$ cat src/rtl/flash_cmd_pkg.sv
// Shared command codes and decoder state encoding for the flash model.
// Assumes a byte-wide data bus; address constants live in the decoder.
package flash_cmd_pkg;
    typedef enum logic [2:0] {
        ST_IDLE,   // waiting for first unlock byte
        ST_UNL1,   // first unlock byte seen
        ST_UNL2,   // unlocked, waiting for command byte
        ST_PROG,   // program armed, next write is data
        ST_ERA1,   // erase setup seen, waiting first unlock byte
        ST_ERA2,   // waiting second unlock byte
        ST_ERA3    // waiting chip or sector erase byte
    } dec_state_t;

    localparam logic [7:0] KEY_FIRST  = 8'hAA;
    localparam logic [7:0] KEY_SECOND = 8'h55;
    localparam logic [7:0] OP_IDENT   = 8'h90;
    localparam logic [7:0] OP_PROGRAM = 8'hA0;
    localparam logic [7:0] OP_ERSETUP = 8'h80;
    localparam logic [7:0] OP_ERCHIP  = 8'h10;
    localparam logic [7:0] OP_ERSECT  = 8'h30;
    localparam logic [7:0] OP_EXIT    = 8'hF0;
    localparam logic [7:0] STAT_ONE   = 8'h40;
endpackage

$ cat src/rtl/flash_cmd_decoder.sv
// Command sequence decoder: tracks unlock/command writes and issues
// one-cycle program / erase strobes. Assumes ADDR_W >= 11 so that the
// 0x555 / 0x2AA command addresses fit; writes while busy are dropped.
module flash_cmd_decoder
    import flash_cmd_pkg::*;
#(
    parameter int ADDR_W = 11
) (
    input  logic              clk,
    input  logic              rst_n,
    input  logic              wr_en,
    input  logic [ADDR_W-1:0] addr,
    input  logic [7:0]        wdata,
    input  logic              busy,
    output dec_state_t        state,
    output logic              id_mode,
    output logic              prog_go,
    output logic              chip_go,
    output logic              sect_go
);
    localparam logic [ADDR_W-1:0] ADDR_KEY1 = ADDR_W'(11'h555);
    localparam logic [ADDR_W-1:0] ADDR_KEY2 = ADDR_W'(11'h2AA);

    dec_state_t nxt_state;
    logic       nxt_id;
    logic       at_key1, at_key2, take;

    assign at_key1 = (addr == ADDR_KEY1);
    assign at_key2 = (addr == ADDR_KEY2);
    assign take    = wr_en && !busy;

    // Next-state and strobe decode for one accepted write.
    always_comb begin
        nxt_state = state;
        nxt_id    = id_mode;
        prog_go   = 1'b0;
        chip_go   = 1'b0;
        sect_go   = 1'b0;
        if (take) begin
            if (state == ST_PROG) begin
                prog_go   = 1'b1;
                nxt_state = ST_IDLE;
            end else if (wdata == OP_EXIT) begin
                nxt_state = ST_IDLE;
                nxt_id    = 1'b0;
            end else begin
                nxt_state = ST_IDLE;
                case (state)
                    ST_IDLE: if (at_key1 && wdata == KEY_FIRST)  nxt_state = ST_UNL1;
                    ST_UNL1: if (at_key2 && wdata == KEY_SECOND) nxt_state = ST_UNL2;
                    ST_UNL2: if (at_key1) begin
                        if (wdata == OP_IDENT)        nxt_id    = 1'b1;
                        else if (wdata == OP_PROGRAM) nxt_state = ST_PROG;
                        else if (wdata == OP_ERSETUP) nxt_state = ST_ERA1;
                    end
                    ST_ERA1: if (at_key1 && wdata == KEY_FIRST)  nxt_state = ST_ERA2;
                    ST_ERA2: if (at_key2 && wdata == KEY_SECOND) nxt_state = ST_ERA3;
                    ST_ERA3: begin
                        if (at_key1 && wdata == OP_ERCHIP) chip_go = 1'b1;
                        else if (wdata == OP_ERSECT)      sect_go = 1'b1;
                    end
                    default: nxt_state = ST_IDLE;
                endcase
            end
        end
    end

    // State and identification-mode registers.
    always_ff @(posedge clk) begin
        if (!rst_n) begin
            state   <= ST_IDLE;
            id_mode <= 1'b0;
        end else begin
            state   <= nxt_state;
            id_mode <= nxt_id;
        end
    end
endmodule

$ cat config.mk
export PLATFORM = sky130hd
export DESIGN_NAME = flash_cmd_decoder
export DESIGN_NICKNAME = d
export VERILOG_FILES = /design/src/rtl/flash_cmd_pkg.sv /design/src/rtl/flash_cmd_decoder.sv
export SDC_FILE = /design/constraint.sdc
export NUM_CORES = 1
export LEC_CHECK = 0
export CORE_AREA = 2 2 40 42
export CTS_CLUSTER_SIZE = 12
export DETAILED_ROUTE_END_ITERATION = 10
export DIE_AREA = 0 0 42 44
export HOLD_SLACK_MARGIN = 0.02
export PLACE_DENSITY = 0.74
export SLEW_MARGIN = 20
export SYNTH_ARGS = -nofsm -noshare
export SYNTH_HDL_FRONTEND = slang
export SYNTH_SLANG_ARGS = --single-unit
$ cat constraint.sdc
create_clock -name clk -period 1.64 [get_ports clk]
set_input_delay 0.246 -clock clk [delete_from_list [all_inputs] [get_ports clk]]
set_output_delay 0.246 -clock clk [all_outputs]
set_load 0.1 [all_outputs]
==> flow_summary.toml, run 1 <==
[setup_path]
worstSetupPathType = "in -> out"
r2r_start = "state[0]"
worstRegToRegCells = 7
critPathRequiredTime_ps = 1390
r2r-end = "id_mode"
cp-end-kind = "output port"
reg2reg_slack_ps = 110
cp.arrival_ps = 1510
crit_fanout = 2
start_kind = "input pin"

[clocking]
cts_buffer_depth = 2
numCtsBuffers = 3
cts_max_level = 1
path_clk_slew_ps = 40
cts_root_buf = "clkbuf_4"
clk_latency_ps = 230
cts_tree = "done"
clock-sinks = 4

[sta]
hold_viol_final = 0
worst_slack_ps = -119
whs_ps = 579
finalSetupViolCount = 2
relSlewSlack_pct = 75.3
drv_slew = 0
worst_pin_slew_ps = 371
min_period_over_period_pct = 107
finClkSkew_ps = 1.93
fmax_mhz = 568
rsz0062_at_grt = "true"
min_period_ps = 1760

[min_path]
whs_path_depth = 6
holdPathEnd = "state[2]"
hp-class = "in -> reg"
hp-start = "addr[3]"

[finish]
syn_to_final_growth_pct = 157
drive_gt1_share_pct = 48.2
fin_cells = 126
final_core_util_pct = 77.4
final_nets = 134
fillers = 101
antenna_cells = 0

[synthesis]
ys_seq_area_share_pct = 18.7
synth_warnings = 0
synth_nets = 80
synth_top_area_share_pct = 18.7
synthDistinctLibCells = 31
ys_seq_elements = 4
yosysTopAreaCell = "dfxtp_1"
postSynthAreaPerCell_um2 = 7.51
syn_area_um2 = 428
synthCells = 57
synth.area.top_cells = "dfxtp_1 19%, nand4bb_1 5.3%, nand3_1 4.7%, nor3_1 4.7%, nand4_1 4.4%"

[power]
irDropWorstVdd_uv = 624
leakage_nw = 0.492
p_per_area_nw_per_um2 = 313
power.total_uw = 344

[global_routing]
antenna_found_initial = 0
gr-total-overflow = 0
grt_usage_pct = 21.7
grt_pass1_wl_um = 3080
grt_pass1_vias = 727
grt_max_degree = 11

[floorplanning]
rows = 14
core_um2 = 1420
die_w_um = 42
die_area_um2 = 1850
io_pins = 30
start_util_pct = 30.2
chipHeight_um = 44

[outcome]
violations = "setup timing"
outcome = "complete, but fails checks"

[drt]
dr.pass1.iters = 4
drt-initial-drc-count = 9
drc = 0
avgRoutedWirePerCell_um = 15.1
antenna_left = 0
dr_total_vias = 689
vias_per_cell = 5.47
wl_um = 1900

[flow_run]
max_cap_violations = 0

[placed_design]
gp_congestion = 0.874
dp_cells = 114
hpwl_um = 1370
portBuffers = 29
## state kept, by name (all words and copies together) (netlist names)
register  cells
id_mode       1
state         3
## Yosys cell counts
| library cell | number |
|---|---|
| nor2_1 | 5 |
| dfxtp_1 | 4 |
| nand2_1 | 4 |
| nand3_1 | 4 |
| nor3_1 | 4 |
| nand4_1 | 3 |
| o21ai_0 | 3 |
| a21oi_1 | 2 |
| nand2b_1 | 2 |
| nand3b_1 | 2 |
| nand4b_1 | 2 |
| nand4bb_1 | 2 |
| nor4_1 | 2 |
| a211oi_1 | 1 |
| a41oi_1 | 1 |
| and3_1 | 1 |
| and4_1 | 1 |
| and4b_1 | 1 |
| clkbuf_1 | 1 |
| inv_1 | 1 |
| nand4bb_2 | 1 |
| nor2b_1 | 1 |
| nor3_2 | 1 |
| nor3b_1 | 1 |
| nor3b_2 | 1 |
| o211ai_1 | 1 |
| o21a_1 | 1 |
| o21ai_1 | 1 |
| o221a_2 | 1 |
| o31ai_1 | 1 |
| or4b_1 | 1 |
## report_power, final
group	switching, mW	total, mW	internal [mW]
clock network	0.0407	0.132	0.0913
registers	0.0000000250	0.0928	0.0928
logic	0.0487	0.119	0.0704
total	0.0894	0.344	0.255
## worst max path at each step
stage,slack (ps),from,cells past startpoint,endpoint
floorplan,-620,state[1],3,sect_go
global placement,-460,addr[9],6,chip_go
detailed placement,-500,addr[9],6,chip_go
CTS,-240,addr[3],6,chip_go
global route,-190,addr[9],6,chip_go
finish,-120,addr[9],6,chip_go
## worst max-delay path, stage by stage
cell     delay, ps
buf_6           90
or4b_4         540
nor3_4         140
nand3_2        130
nor3_4         170
buf_12         200
## stage by stage
stage                     area (um^2)  setup WS [ps]  setup TNS [ps]
final                            1100           -119            -121
after global routing             1100           -186            -291
after CTS                        1050           -243            -300
after detailed placement          958           -504           -2390
after global placement            958           -460           -2180
after floorplan                   494           -616           -1050
## cells in the final DEF (no fill, tap or decap), types with 5 or more instances in the layout
cell / n
buf_12: 7
buf_4: 21
dlygate4sd2_1: 10
dlymetal6s2s_1: 5
## final cells by class
| cell class | instances | area [um^2] | share of cell area [%] |
|---|---|---|---|
| clock buffer | 4 | 26.3 | 2.39 |
| inverter | 1 | 3.75 | 0.342 |
| multi-input combinational | 51 | 447 | 40.7 |
| timing repair buffer | 50 | 510 | 46.5 |
| sequential | 4 | 91.3 | 8.31 |
| tap | 16 | 20.0 | 1.82 |
## metal layers
layer | vias up | share of wire (%) | routed length [um] | GRT usage, %
li1 | 338 | - | - | -
met1 | 329 | 40 | 761 | 23.6
met2 | 20 | 56 | 1070 | 42.5
met3 | 2 | 3.4 | 65 | 5.00
met4 | 0 | 0.42 | 8 | 4.52
met5 | - | 0 | 0 | 0
## cell families after synthesis
logic type / share of synthesized area, %
AO/OA/AOI/OAI: 18.7
buffers and inverters: 1.75
flip-flops: 18.7
AND/OR/NAND/NOR: 60.8
## timing repair
action	CTS	global route
buffers inserted	6	2
setup endpoints to repair	6	5
hold buffers	0	0
hold endpoints to repair	0	0
resized for setup	37	9
pin swaps	12	10
(Power assumes the default switching activity.)
==> inputs of run 2 (changes only) <==
SLEW_MARGIN = 25   (was 20)
==> results of run 2 <==
The final DEF is identical to that of run 1; final timing and power are the same.
==> inputs of run 3 (changes only) <==
PLACE_DENSITY = 0.71   (was 0.74)
==> flow_summary.toml, run 3 (synthesis results as in run 1) <==
[outcome]
outcome = "complete, but fails checks"
violations = "setup timing"

[clocking]
clk_latency_ps = 240
cts_tree = "done"
path_clk_slew_ps = 40
cts_max_level = 1
cts_buffer_depth = 2
numCtsBuffers = 3
ctsHoldBuffers = 0
clock-sinks = 4
cts_root_buf = "clkbuf_4"

[floorplanning]
rows = 14
io_pins = 30
die_w_um = 42
chipHeight_um = 44
core_um2 = 1420
die_area_um2 = 1850
start_util_pct = 30.2

[finish]
regArea_um2 = 91.3
regMostFlops = "state"
fin_cells = 123
fillers = 115
top_regs = "state: 3 flops, id_mode: 1 flops"
final_cell_mix = "18 x buf_4, 12 x dlygate4sd2_1, 7 x buf_12"
fin_area_um2 = 1070
drive_gt1_share_pct = 45.8
antenna_cells = 0
final_nets = 131
multi_input_comb_area_um2 = 444
largest_reg_flops = 3
layout_commonest_cell = "buf_4"
syn_to_final_growth_pct = 150

[sta]
min_period_over_period_pct = 107
fmax_mhz = 570
hold_viol_final = 0
worst_pin_slew_ps = 364
relSlewSlack_pct = 75.8
drv_slew = 0
finalSetupViolCount = 1
finClkSkew_ps = 5.75
rsz0062_at_grt = "true"
worst_slack_ps = -115
min_period_ps = 1760
timing.setup.tns_ps = -115

[global_routing]
grt_pass1_vias = 682
antenna_found_initial = 0
grt_pass1_wl_um = 2940
gr-total-overflow = 0
grt_max_degree = 11
grt_usage_pct = 21.0

[setup_path]
start_kind = "input pin"
critPathCapture = "chip_go"
cp.arrival_ps = 1510
crit_fanout = 2
reg2reg_slack_ps = 100
r2r_start = "state[0]"
worstSetupPathType = "in -> out"
r2r-end = "id_mode"
critPathRequiredTime_ps = 1390
worstRegToRegCells = 7
crit_start = "addr[3]"
cp-end-kind = "output port"

[power]
p_per_area_nw_per_um2 = 325
leakage_nw = 0.469
irDropWorstVdd_uv = 315
switching_share_pct = 27.2
pwr-share-seq_pct = 26.7
power_frac_comb_pct = 33.3
net-switching-power_uw = 94.3
intPower_uw = 253
power.total_uw = 347
clkPwrFrac_pct = 40.0

[placed_design]
portBuffers = 29
dp_slack_ps = -489
gp_congestion = 0.830
hpwl_um = 1260
post_dp_cell_area_um2 = 958
dp_cells = 114

[drt]
antenna_left = 0
dr.pass1.iters = 4
drc = 0
wl_um = 1840
dr_total_vias = 684
drt-initial-drc-count = 7
avgRoutedWirePerCell_um = 14.9
vias_per_cell = 5.56

[flow_run]
max_cap_violations = 0

[min_path]
hp-class = "in -> reg"
==> run 3: changes by cell type in the layout (fill, tap and decap cells not counted), sizes merged <==
cell and delta:
dlymetal6s2s -1, buf -3, dlygate4sd2 +2, clkdlybuf4s15 -1
==> run 3: metal layers <==
| layer | global-route usage, % | wire (um) |
|---|---|---|
| met1 | 25.6 | 747 |
| met2 | 35.6 | 963 |
| met3 | 6.25 | 106 |
| met4 | 6.45 | 19 |
| met5 | 0 | 0 |
==> run 3: metrics by stage <==
step	hold slack (ps)	util, %
3_3_place_gp	545	67.5
5_1_grt	592	75.3
3_5_place_dp	549	67.5
4_1_cts	540	73.0
6_report	573	75.3
2_1_floorplan	382	-
==> run 3: worst min-delay path by stage <==
| stage | endpoint | depth (start not counted) | from | slack (ps) |
|---|---|---|---|---|
| 2_1_floorplan | state[0] | 2 | wdata[5] | 380 |
| 3_3_place_gp | state[1] | 2 | state[1] | 550 |
| 3_5_place_dp | state[1] | 2 | state[1] | 550 |
| 4_1_cts | state[2] | 4 | wdata[4] | 540 |
| 5_1_grt | state[2] | 6 | wdata[6] | 590 |
| 6_report | state[2] | 4 | wdata[4] | 570 |
==> run 3: area by class of cell <==
type,count,area share [%]
tap,16,1.87
clock buffer,4,2.46
timing repair buffer,47,45.2
sequential,4,8.55
multi-input combinational,51,41.6
inverter,1,0.351
==> run 3: critical path, stage by stage <==
cell	delay [ps]
buf_6	90
or4b_4	540
nor3_4	150
nand3_2	120
nor3_4	170
buf_12	200
==> run 3: what timing repair did <==
action | CTS | global route
setup buffers | 4 | 1
resized for setup | 38 | 6
setup endpoints to repair | 6 | 3
pin swaps | 11 | 4
==> run 3: power groups by stage <==
| stage | logic [mW] | clock network, mW | registers (mW) |
|---|---|---|---|
| 2_1_floorplan | 0.0234 | 0 | 0.0944 |
| 3_3_place_gp | 0.109 | 0 | 0.0944 |
| 3_5_place_dp | 0.111 | 0 | 0.0944 |
| 4_1_cts | 0.113 | 0.146 | 0.0927 |
| 5_1_grt | 0.125 | 0.154 | 0.0925 |
| 6_report | 0.116 | 0.139 | 0.0927 |
